## src/rtl/cmdh_pkg.sv

```systemverilog
package cmdh_pkg;
    localparam int IDX_W  = 6;
    localparam int CARD_W = 2;
    localparam int ARG_W  = 32;
    localparam int DIV_W  = 8;
    localparam int NUM_RST = 3;

    typedef struct packed {
        logic [IDX_W-1:0]  idx;
        logic [CARD_W-1:0] card;
        logic              upd_clk;
        logic              wait_prev;
    } cmd_word_t;

    typedef struct packed {
        logic [DIV_W-1:0]  div;
        logic [CARD_W-1:0] src;
        logic              ena;
    } clk_cfg_t;

    typedef enum int {
        RB_CTRL = 0,
        RB_FIFO = 1,
        RB_DMA  = 2
    } rst_bit_e;

    function automatic int cnt_width(input int n);
        return (n < 2) ? 1 : $clog2(n);
    endfunction
endpackage

```

## src/rtl/cmdh_accept.sv

```systemverilog
module cmdh_accept
    import cmdh_pkg::*;
#(
    parameter int SYNC_CYC = 3
) (
    input  logic             clk,
    input  logic             rst,
    input  logic             abort,
    input  logic             wr,
    input  cmd_word_t        cmd_in,
    input  logic [ARG_W-1:0] arg_in,
    input  logic             card_busy,
    output logic             pend,
    output logic             acc_now,
    output logic             fire,
    output logic             collide,
    output cmd_word_t        cmd_q,
    output logic [ARG_W-1:0] arg_q
);
    localparam int CNT_W = cnt_width(SYNC_CYC);
    localparam logic [CNT_W-1:0] LAST = CNT_W'(SYNC_CYC - 1);

    logic [CNT_W-1:0] cnt;
    logic             go;

    assign go      = !(cmd_q.wait_prev && card_busy);
    assign acc_now = pend && go && (cnt == LAST) && !abort;
    assign collide = wr && pend && !abort;

    always_ff @(posedge clk) begin
        if (rst) begin
            pend  <= 1'b0;
            cnt   <= '0;
            fire  <= 1'b0;
            cmd_q <= '0;
            arg_q <= '0;
        end else begin
            fire <= acc_now;
            if (abort) begin
                pend <= 1'b0;
                cnt  <= '0;
            end else if (wr && !pend) begin
                pend  <= 1'b1;
                cnt   <= '0;
                cmd_q <= cmd_in;
                arg_q <= arg_in;
            end else if (acc_now) begin
                pend <= 1'b0;
                cnt  <= '0;
            end else if (pend && go) begin
                cnt <= cnt + CNT_W'(1);
            end
        end
    end
endmodule

```

## src/rtl/cmdh_clkload.sv

```systemverilog
module cmdh_clkload
    import cmdh_pkg::*;
(
    input  logic     clk,
    input  logic     rst,
    input  logic     load,
    input  clk_cfg_t staged,
    output clk_cfg_t active
);
    always_ff @(posedge clk) begin
        if (rst)       active <= '0;
        else if (load) active <= staged;
    end
endmodule

```

## src/rtl/cmdh_rstbits.sv

```systemverilog
module cmdh_rstbits #(
    parameter int NUM     = 3,
    parameter int RST_CYC = 4
) (
    input  logic           clk,
    input  logic           rst,
    input  logic [NUM-1:0] set,
    output logic [NUM-1:0] bits
);
    localparam int CW = cmdh_pkg::cnt_width(RST_CYC);
    localparam logic [CW-1:0] LAST = CW'(RST_CYC - 1);

    for (genvar i = 0; i < NUM; i++) begin : g_bit
        logic [CW-1:0] cnt;
        always_ff @(posedge clk) begin
            if (rst) begin
                bits[i] <= 1'b0;
                cnt     <= '0;
            end else if (set[i]) begin
                bits[i] <= 1'b1;
                cnt     <= '0;
            end else if (bits[i]) begin
                if (cnt == LAST) bits[i] <= 1'b0;
                else             cnt     <= cnt + CW'(1);
            end
        end
    end
endmodule

```

## src/rtl/cmd_start_ctrl.sv

```systemverilog
module cmd_start_ctrl
    import cmdh_pkg::*;
#(
    parameter int SYNC_CYC = 3,
    parameter int RST_CYC  = 4
) (
    input  logic               clk,
    input  logic               rst,
    input  logic               cmd_wr,
    input  logic [IDX_W-1:0]   cmd_idx,
    input  logic [CARD_W-1:0]  cmd_card,
    input  logic               cmd_upd_clk,
    input  logic               cmd_wait_prev,
    input  logic [ARG_W-1:0]   cmd_arg,
    input  logic               card_busy,
    input  logic [DIV_W-1:0]   stg_div,
    input  logic [CARD_W-1:0]  stg_src,
    input  logic               stg_ena,
    input  logic               hle_clr,
    input  logic [NUM_RST-1:0] rst_wr,
    output logic               start_bit,
    output logic               hle,
    output logic               issue_vld,
    output logic [IDX_W-1:0]   issue_idx,
    output logic [CARD_W-1:0]  issue_card,
    output logic [ARG_W-1:0]   issue_arg,
    output logic               clk_load,
    output logic [DIV_W-1:0]   act_div,
    output logic [CARD_W-1:0]  act_src,
    output logic               act_ena,
    output logic [NUM_RST-1:0] rst_bits
);
    cmd_word_t cmd_in, cmd_q;
    clk_cfg_t  stg, act;
    logic      abort, acc_now, fire, collide, pend;
    logic [ARG_W-1:0] arg_q;

    assign cmd_in = '{idx: cmd_idx, card: cmd_card,
                      upd_clk: cmd_upd_clk, wait_prev: cmd_wait_prev};
    assign stg    = '{div: stg_div, src: stg_src, ena: stg_ena};
    assign abort  = rst_wr[RB_CTRL];

    cmdh_accept #(.SYNC_CYC(SYNC_CYC)) u_accept (
        .clk(clk), .rst(rst), .abort(abort), .wr(cmd_wr),
        .cmd_in(cmd_in), .arg_in(cmd_arg), .card_busy(card_busy),
        .pend(pend), .acc_now(acc_now), .fire(fire), .collide(collide),
        .cmd_q(cmd_q), .arg_q(arg_q)
    );

    cmdh_clkload u_clk (
        .clk(clk), .rst(rst), .load(acc_now && cmd_q.upd_clk),
        .staged(stg), .active(act)
    );

    cmdh_rstbits #(.NUM(NUM_RST), .RST_CYC(RST_CYC)) u_rst (
        .clk(clk), .rst(rst), .set(rst_wr), .bits(rst_bits)
    );

    always_ff @(posedge clk) begin
        if (rst || abort) hle <= 1'b0;
        else if (collide) hle <= 1'b1;
        else if (hle_clr) hle <= 1'b0;
    end

    assign start_bit  = pend;
    assign issue_vld  = fire && !cmd_q.upd_clk;
    assign clk_load   = fire && cmd_q.upd_clk;
    assign issue_idx  = cmd_q.idx;
    assign issue_card = cmd_q.card;
    assign issue_arg  = arg_q;
    assign act_div    = act.div;
    assign act_src    = act.src;
    assign act_ena    = act.ena;
endmodule

```

## config.mk

```make
export PLATFORM = sky130hd
export DESIGN_NAME = cmd_start_ctrl
export DESIGN_NICKNAME = d
export VERILOG_FILES = /design/src/rtl/cmdh_pkg.sv /design/src/rtl/cmdh_accept.sv /design/src/rtl/cmdh_clkload.sv /design/src/rtl/cmdh_rstbits.sv /design/src/rtl/cmd_start_ctrl.sv
export SDC_FILE = /design/constraint.sdc
export NUM_CORES = 1
export LEC_CHECK = 0
export BUFFER_PORTS_ARGS = -buffer_cell sky130_fd_sc_hd__buf_4
export CAP_MARGIN = 15
export CORE_ASPECT_RATIO = 1.2
export CORE_MARGIN = 2
export CORE_UTILIZATION = 52
export CTS_BUF_LIST = sky130_fd_sc_hd__clkbuf_8
export DETAILED_ROUTE_END_ITERATION = 10
export GPL_TIMING_DRIVEN = 0
export PLACE_DENSITY = 0.93
export SLEW_MARGIN = 20
export SYNTH_ARGS = -nofsm -noshare
export SYNTH_HDL_FRONTEND = slang
export SYNTH_SLANG_ARGS = --single-unit
```

## constraint.sdc

```tcl
create_clock -name clk -period 3.1 [get_ports clk]
set_input_delay 0.31 -clock clk [delete_from_list [all_inputs] [get_ports clk]]
set_output_delay 0.31 -clock clk [all_outputs]
set_load 0.1 [all_outputs]
```

==> flow_summary.yaml, run 1 <==
run_status:
  status: "complete, no violations"
clock_network:
  clock_latency_ns: 0.33
  ctsResizeCount: 0
  cts_hold_buf: 0
  cts.clk_slew.worst_paths_ns: 0.06
  cts_buffer_depth: 2
  htree_levels: 3
  cts_sinks: 67
  cts_buffers: 9
  cts_tree: "done"
  post-cts-setup-buffers: 0
  cts_root_buf: "clkbuf_8"
critical_path:
  critPathArrivalTime_ns: 1.69
  slowest_delay_ns: 0.44
  r2r-start: "u_accept.pend$_SDFFE_PP0P_"
  endpoint_kind: "flip-flop"
  start_kind: "flip-flop"
  critPathSlowestCell: "dfxtp_1"
  regToRegSetupSlack_ns: 1.66
  crit_type: "flip-flop to flip-flop"
  rr_endpoint: "u_clk.active[4]$_SDFFE_PP0P_"
  required_ns: 3.35
  r2r_cells: 4
  path_cells: "a21boi_4 > and4b_4 > buf_12 > mux2i_1"
  worst-path-max-fanout: 10
cells_and_area:
  antennaDiodeCount: 0
  final_net_count: 448
  layout-drive-gt1-share: 0.388
  synthToLayoutAreaGrowth_pct: 42.6
  final_cells: 447
die:
  placementRows: 28
  start_util: 0.541
  die-area_um2: 5770
  die_h_um: 82.8
  die_x_um: 69.7
  core-area_um2: 4970
  io_pins: 119
detailed_routing:
  finalWirelength_mm: 6.12
  firstDrtPassIters: 5
  drt_iter0_markers: 67
  detail-route-antenna-nets: 0
  met3_wirelength_um: 271
  post_drt_wl_per_cell_um: 13.7
  drt-met1-wl_mm: 2.43
  met2_length_mm: 3.23
  via_count: 2174
  drc: 0
  highest_layer: "met4"
  vias_per_cell: 4.86
pwr:
  p_per_area_nw_per_um2: 540
  vdd_drop_max_uv: 410
  p_leak_nw: 1.75
synthesis:
  synth-compound-area-share: 0.0274
  ys_seq_area_frac: 0.498
  synth_warnings: 0
  ys_seq_elements: 67
  syn_inst: 255
  synth_top_family_by_area: "multiplexers"
  synthXorXnorAreaFrac: 0.00975
  syn_area_um2: 2690
  muxShareOfSynthArea: 0.208
  synth-adder-area-share: 0.0186
  syn_area_per_cell_um2: 10.6
  ys_types: 28
  synth_nets: 320
  synth-simple-area-share: 0.161
hold_path:
  whs_endpoint: "u_rst.g_bit[1].cnt[0]$_SDFFE_PP0P_"
  min_path_cells: 2
  hold_path_class: "input port to flip-flop"
  hold_start: "rst_wr[1]"
timing:
  setup_viol: 0
  skew_ns: 0.00569
  slew_headroom: 0.685
  fin_crit_sh: 0.465
  worst_pin_slew_ns: 0.473
  hold_viol: 0
  rsz0062_at_grt: "no"
  slew_viol_final: 0
  max_freq_mhz: 693
  post-route-min-period_ns: 1.44
  fin_setup_tns_ns: 0
grt:
  grt_first_pass_wirelength_mm: 9.99
  first_global_vias: 2228
  grt_antenna_before_repair: 0
  grt_usage: 0.213
  overflow: 0
  grt_max_degree: 11
placement:
  place_inst: 432
  io_buffers: 117
  place.gp.congestion: 0.759
  post-dp-hpwl_mm: 4.55
run:
  drv_cap: 0
report_power, final:
part           switching, W  internal [W]  leakage (nW)
Sequential        0.0000202      0.000895         0.546
Clock              0.000297      0.000404         0.108
Combinational      0.000307      0.000152          1.10
Yosys cell counts (all sizes together):
master | number | share of area
nor3 | 8 | 0.015
nand2 | 1 | 0.0014
dfxtp | 67 | 0.50
nand3 | 1 | 0.0019
and4b | 1 | 0.0051
inv | 5 | 0.0070
nor2b | 4 | 0.0093
a31oi | 1 | 0.0023
xnor2 | 3 | 0.0098
mux2i | 56 | 0.21
nand4 | 1 | 0.0023
a211o | 2 | 0.0070
a21boi | 1 | 0.0070
and2 | 1 | 0.0023
clkbuf | 8 | 0.011
a21o | 1 | 0.0033
nand2b | 22 | 0.051
a211oi | 1 | 0.0028
ha | 4 | 0.019
nor2 | 49 | 0.068
nor3b | 1 | 0.0046
o22ai | 1 | 0.0023
a22oi | 1 | 0.0028
buf | 15 | 0.059
through the flow:
stage                     instance area [um2]  worst slack [ns]   util  hold WS, ns  power (W)
after floorplan                          2690              1.11      -        0.387    0.00126
after global placement                   3650              1.63  0.733        0.449    0.00138
after detailed placement                 3650              1.62  0.733        0.462    0.00139
after CTS                                3840              1.67  0.772        0.153    0.00209
after global routing                     3840              1.59  0.772        0.153    0.00215
final                                    3840              1.66  0.772        0.161    0.00208
worst max-delay path: cells and delay by family (launching register included):
kind	cells	cell delay, ns
AO/OA/AOI/OAI	1	0.28
buffers and inverters	1	0.15
multiplexers	1	0.20
AND/OR/NAND/NOR	1	0.30
flip-flops	1	0.44
per-layer routing:
layer	global-route usage	vias up
met5	0	-
met4	0.108	0
met3	0.0340	17
met2	0.379	67
met1	0.244	1001
li1	-	1089
sequential cells by signal (all words and copies together), names as in the netlist:
register	flops
u_accept.cnt	2
u_accept.pend	1
u_accept.cmd_q	10
u_clk.active	11
u_rst.bits	3
u_accept.arg_q	32
u_accept.fire	1
hle	1
u_rst.g_bit.cnt	6
cell families (layout without fill, tap and decap cells):
group,after synthesis,count (layout)
simple gates,89,89
flops,67,67
mux,56,56
buf+inv,28,160
compound gates,8,8
fa+ha+maj,4,4
xor+xnor,3,3
worst max path at each step:
stage,startpoint,endpoint,slack [ns],depth (start not counted)
after floorplan,u_accept.pend$_SDFFE_PP0P_,u_clk.active[0]$_SDFFE_PP0P_,1.11,4
after global placement,rst,u_accept.arg_q[31]$_SDFFE_PP0P_,1.63,4
after detailed placement,rst,u_accept.arg_q[6]$_SDFFE_PP0P_,1.62,4
after CTS,u_accept.pend$_SDFFE_PP0P_,u_clk.active[4]$_SDFFE_PP0P_,1.67,4
after global routing,u_accept.pend$_SDFFE_PP0P_,u_clk.active[7]$_SDFFE_PP0P_,1.59,4
final,u_accept.pend$_SDFFE_PP0P_,u_clk.active[4]$_SDFFE_PP0P_,1.66,4
cell type report:
class                           count  area, um2
Buffer                             23        189
Fill cell                         371       1130
Inverter                            5       18.8
Timing Repair Buffer              117        878
Multi-Input combinational cell    160       1140
Tap cell                           60       75.1
Sequential cell                    67       1340
Clock buffer                       11        151
Clock inverter                      4       42.5
cells in the final DEF, fill, tap and decap left out, drive strengths merged, types with 2 or more instances in the layout:
| master | instances |
|---|---|
| xnor2 | 3 |
| dfxtp | 67 |
| clkbuf | 19 |
| nor2b | 4 |
| mux2i | 56 |
| nor2 | 49 |
| nand2b | 22 |
| nor3 | 8 |
| buf | 132 |
| a211o | 2 |
| ha | 4 |
| inv | 7 |
Power figures use the tool's default switching activity.
==> inputs of run 2 (changes only) <==
--- a/config.mk
+++ b/config.mk
@@ -9,11 +9,11 @@
 export CAP_MARGIN = 15
 export CORE_ASPECT_RATIO = 1.2
 export CORE_MARGIN = 2
-export CORE_UTILIZATION = 52
+export CORE_UTILIZATION = 49
 export CTS_BUF_LIST = sky130_fd_sc_hd__clkbuf_8
 export DETAILED_ROUTE_END_ITERATION = 10
 export GPL_TIMING_DRIVEN = 0
-export PLACE_DENSITY = 0.93
+export PLACE_DENSITY = 0.88
 export SLEW_MARGIN = 20
 export SYNTH_ARGS = -nofsm -noshare
 export SYNTH_HDL_FRONTEND = slang
==> constraint.sdc (replaced) <==
create_clock -name clk -period 1.4 [get_ports clk]
set_input_delay 0.14 -clock clk [delete_from_list [all_inputs] [get_ports clk]]
set_output_delay 0.14 -clock clk [all_outputs]
set_load 0.1 [all_outputs]
==> flow_summary.yaml, run 2 (synthesized netlist as in run 1, its figures left out) <==
die:
  core-area_um2: 5300
  die_h_um: 85.2
  placementRows: 29
  die-area_um2: 6110
  io_pins: 119
  die_x_um: 71.7
  start_util: 0.509
clock_network:
  cts_sinks: 67
  cts_buffers: 9
  cts_tree: "done"
  htree_levels: 3
  clock_latency_ns: 0.34
  cts_root_buf: "clkbuf_8"
  cts_buffer_depth: 2
  cts.clk_slew.worst_paths_ns: 0.07
critical_path:
  critPathArrivalTime_ns: 1.18
  path_cells: "and2_1 > buf_4"
  endpoint_kind: "output port"
  required_ns: 1.26
  regToRegSetupSlack_ns: 0.10
  slowest_delay_ns: 0.40
  start_kind: "flip-flop"
  critPathSlowestCell: "dfxtp_1"
  rr_endpoint: "u_accept.arg_q[27]$_SDFFE_PP0P_"
  r2r-start: "u_accept.pend$_SDFFE_PP0P_"
  crit_type: "flip-flop to output port"
  worst-path-max-fanout: 4
  r2r_cells: 5
cells_and_area:
  top_register: "u_accept.arg_q"
  synthToLayoutAreaGrowth_pct: 45.1
  mostFrequentLayoutCells: "buf_4 (128), dfxtp_1 (63), mux2i_1 (56)"
  antennaDiodeCount: 0
  multi_input_area_um2: 1150
  reg_top3: "u_accept.arg_q: 32 flops, u_clk.active: 11 flops, u_accept.cmd_q: 10 flops"
  largest_reg_flops: 32
  layout-drive-gt1-share: 0.404
  nFillCells: 407
  final_cells: 456
  layout.area.seq_um2: 1350
  mostFrequentLayoutCell: "buf_4"
  final_net_count: 455
placement:
  io_buffers: 117
  post-dp-hpwl_mm: 4.53
  place.gp.congestion: 0.696
  place_inst: 434
  place_ws_ns: 0.0586
detailed_routing:
  firstDrtPassIters: 4
  detail-route-antenna-nets: 0
  drc: 0
  vias_per_cell: 4.86
  drt_iter0_markers: 57
  finalWirelength_mm: 6.13
  post_drt_wl_per_cell_um: 13.4
  via_count: 2216
pwr:
  p_leak_nw: 1.78
  vdd_drop_max_uv: 1090
  p_per_area_nw_per_um2: 1170
  power_w: 0.00456
timing:
  setup_ws_ns: 0.0809
  skew_ns: 0.00844
  worst_pin_slew_ns: 0.468
  slew_viol_final: 0
  slew_headroom: 0.688
  fin_crit_sh: 0.942
  hold_viol: 0
  max_freq_mhz: 758
  setup_viol: 0
  post-route-min-period_ns: 1.32
grt:
  overflow: 0
  grt_max_degree: 12
  first_global_vias: 2222
  grt_antenna_before_repair: 0
  grt_usage: 0.209
  grt_first_pass_wirelength_mm: 10.0
run_status:
  status: "complete, no violations"
hold_path:
  hold_path_class: "input port to flip-flop"
  whs_endpoint: "u_accept.cmd_q[4]$_SDFFE_PP0P_"
  hold_start: "cmd_idx[0]"
  min_path_cells: 3
run:
  drv_cap: 0
run 2: cell types whose count changed in the layout (fill, tap and decap cells not counted), moves of 2 or more:
| cell | change |
|---|---|
| dfxtp_1 | -4 |
| buf_4 | +2 |
| clkbuf_8 | -2 |
| dlygate4sd3_1 | +4 |
| dfxtp_2 | +3 |
run 2: area by class of cell:
type | instances | area share
Buffer | 23 | 0.0493
Clock buffer | 9 | 0.0317
Clock inverter | 6 | 0.0147
Inverter | 5 | 0.00480
Multi-Input combinational cell | 160 | 0.294
Sequential cell | 67 | 0.345
Tap cell | 62 | 0.0199
Timing Repair Buffer | 124 | 0.241
run 2: repair_timing:
action                                  4_1_cts  5_1_grt
buffers inserted                              0        3
resized for setup                             0        1
endpoints found under the hold margin         6        0
hold buffers                                  4        0
endpoints found under the setup margin        0       33
run 2: how the worst max path moves through the flow:
stage | from | endpoint | cells after the start
floorplan | u_accept.pend$_SDFFE_PP0P_ | u_clk.active[0]$_SDFFE_PP0P_ | 4
global placement | u_accept.pend$_SDFFE_PP0P_ | u_accept.cmd_q[2]$_SDFFE_PP0P_ | 5
detailed placement | u_accept.pend$_SDFFE_PP0P_ | u_accept.arg_q[27]$_SDFFE_PP0P_ | 5
CTS | u_accept.cmd_q[1]$_SDFFE_PP0P_ | clk_load | 2
global route | u_accept.pend$_SDFFE_PP0P_ | u_accept.arg_q[8]$_SDFFE_PP0P_ | 5
finish | u_accept.cmd_q[1]$_SDFFE_PP0P_ | clk_load | 2
run 2: critical path: cells and delay by family, from the launching register on:
family	cells	cell delay, ns
AND/OR/NAND/NOR	1	0.16
buffers and inverters	1	0.28
flip-flops	1	0.40
run 2: metal layers:
metal  routed length [um]  track usage
met2                 3340        0.379
met1                 2320        0.232
met5                    0            0
met4                  136       0.0823
met3                  336       0.0523
run 2: metrics by stage:
step | instance area (um2) | TNS [ns] | utilization | hold slack [ns]
after global routing | 3910 | -0.0110 | 0.738 | 0.0351
after CTS | 3880 | 0 | 0.733 | 0.0265
final | 3910 | 0 | 0.738 | 0.0308
after global placement | 3660 | 0 | 0.691 | 0.325
after floorplan | 2700 | -0.385 | - | 0.217
after detailed placement | 3660 | 0 | 0.691 | 0.330
run 2: where the power goes:
part           switching, W  total, W  internal, W
Sequential        0.0000448   0.00203      0.00198
Clock              0.000704   0.00150     0.000800
Combinational      0.000680   0.00103     0.000351
==> inputs of run 3 (changes only) <==
--- a/config.mk
+++ b/config.mk
@@ -8,12 +8,12 @@
 export BUFFER_PORTS_ARGS = -buffer_cell sky130_fd_sc_hd__buf_4
 export CAP_MARGIN = 15
 export CORE_ASPECT_RATIO = 1.2
-export CORE_MARGIN = 2
 export CORE_UTILIZATION = 49
 export CTS_BUF_LIST = sky130_fd_sc_hd__clkbuf_8
 export DETAILED_ROUTE_END_ITERATION = 10
 export GPL_TIMING_DRIVEN = 0
 export PLACE_DENSITY = 0.88
+export SETUP_SLACK_MARGIN = 0.3
 export SLEW_MARGIN = 20
 export SYNTH_ARGS = -nofsm -noshare
 export SYNTH_HDL_FRONTEND = slang
==> flow_summary.yaml, run 3 (synthesized netlist as in run 1, its figures left out) <==
run_status:
  status: "complete, no violations"
timing:
  slew_headroom: 0.657
  setup_viol: 0
  slew_viol_final: 0
  skew_ns: 0.00963
  setup_ws_ns: 0.0657
  hold_viol: 0
  rsz0062_at_grt: "yes"
  worst_pin_slew_ns: 0.514
  post-route-min-period_ns: 1.33
  fin_crit_sh: 0.953
  max_freq_mhz: 749
pwr:
  p_clk_frac: 0.376
  vdd_drop_max_uv: 705
  p_leak_nw: 1.95
  combPwrFrac: 0.228
  seq_power_share: 0.396
  net-switching-power_w: 0.00153
  internal-power_w: 0.00364
  swShare: 0.295
  p_per_area_nw_per_um2: 1130
cells_and_area:
  mostFrequentLayoutCells: "buf_4 (65), mux2i_1 (55), nor2_1 (49)"
  mostFrequentLayoutCell: "buf_4"
  layout-drive-gt1-share: 0.503
  antennaDiodeCount: 0
  largest_reg_flops: 32
  top_register: "u_accept.arg_q"
  final_core_util: 0.863
  final_net_count: 460
  reg_top3: "u_accept.arg_q: 32 flops, u_clk.active: 11 flops, u_accept.cmd_q: 10 flops"
  synthToLayoutAreaGrowth_pct: 69.7
critical_path:
  worst-path-max-fanout: 5
  endpoint_kind: "flip-flop"
  critPathSlowestCell: "dfxtp_4"
  path_cells: "a21boi_4 > and4b_4 > clkbuf_16 > mux2i_1"
  required_ns: 1.66
  crit_type: "flip-flop to flip-flop"
  start_kind: "flip-flop"
  slowest_delay_ns: 0.38
  critPathArrivalTime_ns: 1.60
placement:
  place.gp.congestion: 0.772
  post-dp-hpwl_mm: 4.40
  place_ws_ns: 0.0348
  io_buffers: 117
clock_network:
  cts_tree: "done"
  clock_latency_ns: 0.35
  cts_buffers: 9
  cts_root_buf: "clkbuf_8"
  cts_sinks: 67
  htree_levels: 3
  cts_buffer_depth: 2
  cts.clk_slew.worst_paths_ns: 0.08
detailed_routing:
  drt_iter0_markers: 68
  firstDrtPassIters: 4
  vias_per_cell: 5.00
  post_drt_wl_per_cell_um: 16.1
  finalWirelength_mm: 7.44
  drc: 0
  via_count: 2312
  detail-route-antenna-nets: 0
die:
  die_h_um: 83.2
  placementRows: 29
  io_pins: 119
  start_util: 0.509
  core-area_um2: 5300
  die_x_um: 69.7
  die-area_um2: 5800
grt:
  grt_first_pass_wirelength_mm: 11.1
  first_global_vias: 2377
  grt_usage: 0.244
  grt_max_degree: 12
  overflow: 0
  grt_antenna_before_repair: 0
run:
  drv_cap: 0
hold_path:
  hold_path_class: "input port to flip-flop"
-- run 3: cell count changes in the layout (fill, tap and decap cells not counted), moves of 5 or more --
cell,delta
dfxtp_1,-21
dfxtp_2,+17
buf_6,+45
buf_4,-63
buf_8,+5
buf_12,+17
-- run 3: final timing paths --
kind | startpoint | endpoint | slack (ns) | cells past startpoint
worst max-delay path | u_accept.pend$_SDFFE_PP0P_ | u_clk.active[9]$_SDFFE_PP0P_ | 0.07 | 4
worst min-delay path | cmd_arg[28] | u_accept.arg_q[28]$_SDFFE_PP0P_ | 0.03 | 3
worst max register to register | u_accept.pend$_SDFFE_PP0P_ | u_clk.active[9]$_SDFFE_PP0P_ | 0.07 | 4
worst min register to register | u_clk.active[10]$_SDFFE_PP0P_ | u_clk.active[10]$_SDFFE_PP0P_ | 0.49 | 2
-- run 3: metrics by stage --
stage / cell area [um2] / hold WS [ns] / total power (W) / TNS (ns) / instances
floorplan: 2750 / 0.217 / 0.00281 / -0.381 / 255
global placement: 3700 / 0.326 / 0.00308 / 0 / 434
detailed placement: 3700 / 0.328 / 0.00309 / 0 / 434
CTS: 4350 / 0.0231 / 0.00511 / 0 / 458
global route: 4570 / 0.0295 / 0.00531 / 0 / 462
finish: 4570 / 0.0301 / 0.00517 / 0 / 462
-- run 3: routing by layer --
| metal | GRT usage | up-vias | share of wire | routed length [um] |
|---|---|---|---|---|
| met5 | 0 | - | 0 | 0 |
| met4 | 0.125 | 0 | 0.022 | 165 |
| met3 | 0.0510 | 14 | 0.048 | 354 |
| met2 | 0.452 | 81 | 0.56 | 4180 |
| met1 | 0.256 | 1098 | 0.37 | 2740 |
| li1 | - | 1119 | - | - |
-- run 3: power groups by stage --
stage	clock, W	sequential [W]	combinational (W)
4_1_cts	0.00195	0.00204	0.00112
5_1_grt	0.00203	0.00205	0.00122
3_5_place_dp	0	0.00207	0.00103
2_1_floorplan	0	0.00245	0.000353
3_3_place_gp	0	0.00206	0.00101
6_report	0.00194	0.00205	0.00118
-- run 3: cell type report --
class / instances / area (um2)
Sequential cell: 67 / 1390
Clock buffer: 13 / 179
Tap cell: 62 / 77.6
Multi-Input combinational cell: 160 / 1230
Fill cell: 258 / 726
Inverter: 5 / 18.8
Buffer: 23 / 234
Timing Repair Buffer: 129 / 1380
Clock inverter: 3 / 67.6
-- run 3: what timing repair did --
item	in CTS	in global routing
gates resized for setup	88	50
gates cloned	0	1
setup buffers	4	3
hold endpoints to repair	7	0
setup endpoints to repair	115	83
hold buffers	4	0
pin swaps	2	4
-- run 3: worst max-delay path, delay by kind of cell, from the launching register on --
family	cells	cell delay, ns
DFF	1	0.38
and+or+nand+nor	1	0.32
AOI/OAI and AO/OA	1	0.22
muxes	1	0.18
buffers and inverters	1	0.17
